`src/rtl/occ_pkg.sv`:
```
package occ_pkg;

    typedef enum logic [2:0] {
        OC_FROZEN = 3'b000,
        OC_SET    = 3'b001,
        OC_CLR    = 3'b010,
        OC_TOG    = 3'b011,
        OC_LOW    = 3'b100,
        OC_HIGH   = 3'b101,
        OC_PWM_A  = 3'b110,
        OC_PWM_B  = 3'b111
    } oc_mode_e;

    typedef struct packed {
        logic hit;    // count equals active compare on an advancing clock
        logic below;  // count strictly below active compare
    } cmp_res_t;

    function automatic logic next_ref(oc_mode_e mode, logic cur, cmp_res_t res);
        logic nxt;
        case (mode)
            OC_FROZEN: nxt = cur;
            OC_SET:    nxt = res.hit ? 1'b1 : cur;
            OC_CLR:    nxt = res.hit ? 1'b0 : cur;
            OC_TOG:    nxt = res.hit ? ~cur : cur;
            OC_LOW:    nxt = 1'b0;
            OC_HIGH:   nxt = 1'b1;
            OC_PWM_A:  nxt = res.below;
            default:   nxt = ~res.below;
        endcase
        return nxt;
    endfunction

endpackage

```
`src/rtl/occ_cmp_reg.sv`:
```
module occ_cmp_reg #(
    parameter int unsigned W          = 16,
    parameter bit          PRELOAD_EN = 1'b1
) (
    input  logic         clk,
    input  logic         rst,
    input  logic         wr_en,
    input  logic [W-1:0] wr_data,
    input  logic         preload,
    input  logic         upd,
    output logic [W-1:0] active
);

    generate
        if (PRELOAD_EN) begin : g_buf
            logic [W-1:0] shadow_q;

            always_ff @(posedge clk) begin
                if (rst) begin
                    shadow_q <= '0;
                    active   <= '0;
                end else begin
                    if (wr_en)
                        shadow_q <= wr_data;
                    if (wr_en && !preload)
                        active <= wr_data;
                    else if (upd)
                        active <= shadow_q;
                end
            end
        end else begin : g_direct
            logic unused_ok;
            assign unused_ok = preload ^ upd;

            always_ff @(posedge clk) begin
                if (rst)
                    active <= '0;
                else if (wr_en)
                    active <= wr_data;
            end
        end
    endgenerate

endmodule

```
`src/rtl/occ_ref_gen.sv`:
```
module occ_ref_gen
    import occ_pkg::*;
#(
    parameter int unsigned W = 16
) (
    input  logic         clk,
    input  logic         rst,
    input  logic [2:0]   mode,
    input  logic [W-1:0] cnt,
    input  logic         cnt_adv,
    input  logic [W-1:0] cmp,
    output logic         ref_o,
    output logic         hit_o
);

    cmp_res_t res;

    always_comb begin
        res.hit   = cnt_adv && (cnt == cmp);
        res.below = (cnt < cmp);
    end

    assign hit_o = res.hit;

    always_ff @(posedge clk) begin
        if (rst)
            ref_o <= 1'b0;
        else
            ref_o <= next_ref(oc_mode_e'(mode), ref_o, res);
    end

endmodule

```
`src/rtl/occ_out_stage.sv`:
```
module occ_out_stage (
    input  logic clk,
    input  logic rst,
    input  logic ref_i,
    input  logic pol,
    input  logic oe,
    input  logic hit,
    input  logic clr,
    input  logic irq_en,
    output logic pin,
    output logic flag,
    output logic irq
);

    assign pin = oe ? (ref_i ^ pol) : pol;
    assign irq = flag & irq_en;

    always_ff @(posedge clk) begin
        if (rst)
            flag <= 1'b0;
        else if (hit)
            flag <= 1'b1;
        else if (clr)
            flag <= 1'b0;
    end

endmodule

```
`src/rtl/occ_channel.sv`:
```
module occ_channel
    import occ_pkg::*;
#(
    parameter int unsigned W          = 16,
    parameter bit          PRELOAD_EN = 1'b1
) (
    input  logic         clk,
    input  logic         rst,
    input  logic [W-1:0] cnt_val,
    input  logic         cnt_adv,
    input  logic         upd_evt,
    input  logic [2:0]   cfg_mode,
    input  logic         cfg_preload,
    input  logic         cfg_pol,
    input  logic         cfg_oe,
    input  logic         cfg_irq_en,
    input  logic         cmp_wr,
    input  logic [W-1:0] cmp_wdata,
    input  logic         flag_clr,
    output logic [W-1:0] cmp_active,
    output logic         oc_ref,
    output logic         oc_pin,
    output logic         cmp_flag,
    output logic         irq
);

    logic hit;

    occ_cmp_reg #(.W(W), .PRELOAD_EN(PRELOAD_EN)) u_cmp (
        .clk     (clk),
        .rst     (rst),
        .wr_en   (cmp_wr),
        .wr_data (cmp_wdata),
        .preload (cfg_preload),
        .upd     (upd_evt),
        .active  (cmp_active)
    );

    occ_ref_gen #(.W(W)) u_ref (
        .clk     (clk),
        .rst     (rst),
        .mode    (cfg_mode),
        .cnt     (cnt_val),
        .cnt_adv (cnt_adv),
        .cmp     (cmp_active),
        .ref_o   (oc_ref),
        .hit_o   (hit)
    );

    occ_out_stage u_out (
        .clk    (clk),
        .rst    (rst),
        .ref_i  (oc_ref),
        .pol    (cfg_pol),
        .oe     (cfg_oe),
        .hit    (hit),
        .clr    (flag_clr),
        .irq_en (cfg_irq_en),
        .pin    (oc_pin),
        .flag   (cmp_flag),
        .irq    (irq)
    );

endmodule

```
`config.mk`:
```
export PLATFORM = sky130hd
export DESIGN_NAME = occ_channel
export DESIGN_NICKNAME = d
export VERILOG_FILES = /design/src/rtl/occ_pkg.sv /design/src/rtl/occ_cmp_reg.sv /design/src/rtl/occ_ref_gen.sv /design/src/rtl/occ_out_stage.sv /design/src/rtl/occ_channel.sv
export SDC_FILE = /design/constraint.sdc
export NUM_CORES = 1
export LEC_CHECK = 0
export CAP_MARGIN = 40
export CELL_PAD_IN_SITES_DETAIL_PLACEMENT = 0
export CELL_PAD_IN_SITES_GLOBAL_PLACEMENT = 1
export CORE_MARGIN = 10
export CORE_UTILIZATION = 41
export DETAILED_ROUTE_END_ITERATION = 6
export DONT_BUFFER_PORTS = 1
export PLACE_DENSITY_LB_ADDON = 0.1
export SYNTH_ARGS = -nofsm -noshare
export SYNTH_HDL_FRONTEND = slang
export SYNTH_SLANG_ARGS = --single-unit
```
`constraint.sdc`:
```
create_clock -name clk -period 1.6 [get_ports clk]
set_input_delay 0.24 -clock clk [delete_from_list [all_inputs] [get_ports clk]]
set_output_delay 0.24 -clock clk [all_outputs]
set_load 0.02 [all_outputs]
```
==> results.yml <==
synth:
  synth_area_mm2: 0.00181
  synth_commonest_cells: "dfxtp_1 (34), nor2_1 (34), mux2i_1 (32)"
  synth_top_area_share_pct: 37.6
  synth_nets: 263
  synth.distinct_cells: 29
  synthCells: 202
  synth_edf_count: 0
  yosys-top-cells-area: "dfxtp_1 (38%), mux2i_1 (18%), ha_1 (11%)"
  synth-compound-area-share_pct: 13.6
  syn_area_per_cell_um2: 8.97
  synth_flop_cell: "dfxtp_1"
  synth_xor_area_share_pct: 0.483
  synth_top_family_by_area: "multiplexers"
  synth_top_cell_by_area: "dfxtp_1"
  yosysSeqAreaShare_pct: 37.6
  synthSimpleGateAreaFrac_pct: 13.1
  synthAdderAreaFrac_pct: 11.0
  synthMuxAreaShare_pct: 17.7
  yosysWarnings: 0
  synth_seq_cells: 34
  async_flop_share_pct: 0
run_status:
  outcome: "finished with violations"
  violations: "negative setup slack"
route:
  wl_per_cell_um: 17.1
  first_iter_violations: 55
  drc: 0
  antenna_left: 0
  avgViaCountPerCell: 5.30
  dr_total_vias: 1451
  first_pass_iters: 4
  wl_mm: 4.70
clock_tree:
  cts_tree: "yes"
  clk_latency_ps: 280
  clk_path_buf_depth: 2
  post-cts-setup-buffer-count: 0
  h-tree-depth: 2
  cts_buffers: 5
  clkTransAtPathRegs_ps: 70
  cts.sinks: 34
  cts_root_buf: "clkbuf_8"
setup_path:
  crit_required_ps: 1830
  crit_chain: "inv_2 -> ha_1 -> and4_1 -> and3_4 -> nand3_2 -> o21ba_1 -> a311oi_2 -> a32o_2"
  end_kind: "register"
  slowest_delay_ps: 350
  start_kind: "register"
  arrival_ps: 1930
  reg2reg_slack_ps: -100
  critPathSlowestCell: "dfxtp_4"
  setup.worst_path.class: "register to register"
  path_max_fanout: 2
global_routing:
  grt_start_max_net_pins: 36
  grt_use_total_pct: 12.7
  grt_overflow_total: 0
  grt_pass1_wl_mm: 7.42
  grt_pass1_vias: 1532
  antenna_found_initial: 0
cells_and_area:
  area_growth_pct: 19.8
  nets: 282
  final_cell_area_mm2: 0.00217
  n_antenna_cell: 0
  final_layout_size_suffix_gt1_share_pct: 25.2
timing:
  max_freq_mhz: 589
  maxSlewViolCount: 0
  slew_headroom_pct: 77.5
  rsz0062_at_grt: "true"
  report.final.hold_viol_count: 0
  final.period_utilization_pct: 106
  fin_skew_ps: 4.49
  worst_pin_slew_ps: 337
  setup_tns_ps: -96.7
  setup_ws_ps: -96.7
  setup_violations: 1
  min_period_ps: 1700
power:
  powerDensity_mw_per_mm2: 869
  p_leak_nw: 0.952
  peakVddDrop_mv: 0.445
  p_total_mw: 1.89
floorplan:
  die_x_um: 86.5
  die_height_um: 86.5
  die-area_mm2: 0.00748
  coreArea_mm2: 0.00432
  start_util_pct: 41.9
  fp-row-count: 24
  ios: 65
place:
  dp_hpwl_mm: 3.64
  place.gp.congestion: 0.775
  portBuffers: 0
  dpl_cell_area_mm2: 0.00208
run:
  maxCapViolations: 0
min_path:
  min_path_type: "input pin to register"
## cells by family (layout without fill, tap and decap cells)
logic type	Yosys count	after routing
xor+xnor	1	1
fa+ha+maj	16	16
flops	34	34
simple gates	52	52
compound gates	37	37
buf+inv	30	50
mux	32	32
## registers in the layout (all words and copies together) (netlist names)
| signal | flops |
|---|---|
| u_out.flag | 1 |
| u_cmp.active | 16 |
| u_ref.ref_o | 1 |
| u_cmp.g_buf.shadow_q | 16 |
## path summary, 6_finish.rpt
kind | from | cells past startpoint | end
setup / recovery | u_cmp.active[12]$_SDFFE_PP0P_ | 8 | u_ref.ref_o$_SDFFE_PP0P_
hold / removal | rst | 1 | u_cmp.active[1]$_SDFFE_PP0P_
setup reg to reg | u_cmp.active[12]$_SDFFE_PP0P_ | 8 | u_ref.ref_o$_SDFFE_PP0P_
hold reg to reg | u_cmp.g_buf.shadow_q[7]$_SDFFE_PP0P_ | 2 | u_cmp.g_buf.shadow_q[7]$_SDFFE_PP0P_
## layout by cell type, fill, tap and decap left out, types with 6 or more instances in the layout
cell	instances
nor2_1	34
buf_4	23
a211oi_1	16
ha_1	13
inv_1	13
dfxtp_4	7
a21oi_1	9
mux2i_1	32
inv_2	6
dfxtp_1	23
## report_power, final
part	total [mW]	internal (mW)	switching, mW
clock network	0.601	0.309	0.292
logic	0.357	0.177	0.180
registers	0.928	0.900	0.0279
total	1.89	1.39	0.500
## per-layer routing
layer / GRT usage, % / wire (µm)
met1: 12.5 / 1750
met2: 21.1 / 2280
met3: 7.60 / 593
met4: 5.15 / 79
met5: 0 / 0
## layout make-up
type | count | area, µm²
tap | 52 | 65.1
fill | 436 | 2150
clock buffer | 8 | 80.1
timing repair buffer | 23 | 173
inverter | 19 | 71.3
multi-input combinational | 138 | 1070
sequential | 34 | 712
## critical path: cells and delay by family, from the launching register on
| kind | cells | cell delay [ps] |
|---|---|---|
| AOI/OAI and AO/OA | 3 | 550 |
| and+or+nand+nor | 3 | 480 |
| DFF | 1 | 350 |
| adders and majority gates | 1 | 250 |
| buffers and inverters | 1 | 30 |
## timing repair
action | in CTS | in global routing
endpoints found under the setup margin | 1 | 1
hold endpoints to repair | 0 | 0
hold buffers | 0 | 0
pin swaps | 0 | 0
gates resized for setup | 0 | 3
cloned | 0 | 0
## per-stage QoR
stage / std cells / utilization (%) / hold WS (ps) / worst slack (ps)
after global placement: 266 / 48.0 / 313 / -74.1
final: 274 / 50.2 / 20.0 / -96.7
after detailed placement: 266 / 48.0 / 316 / -123
after CTS: 274 / 49.9 / 3.01 / -133
after floorplan: 202 / - / 387 / -64.3
after global routing: 274 / 50.2 / 4.30 / -239
Note: power is estimated with default switching activity, not from simulation.
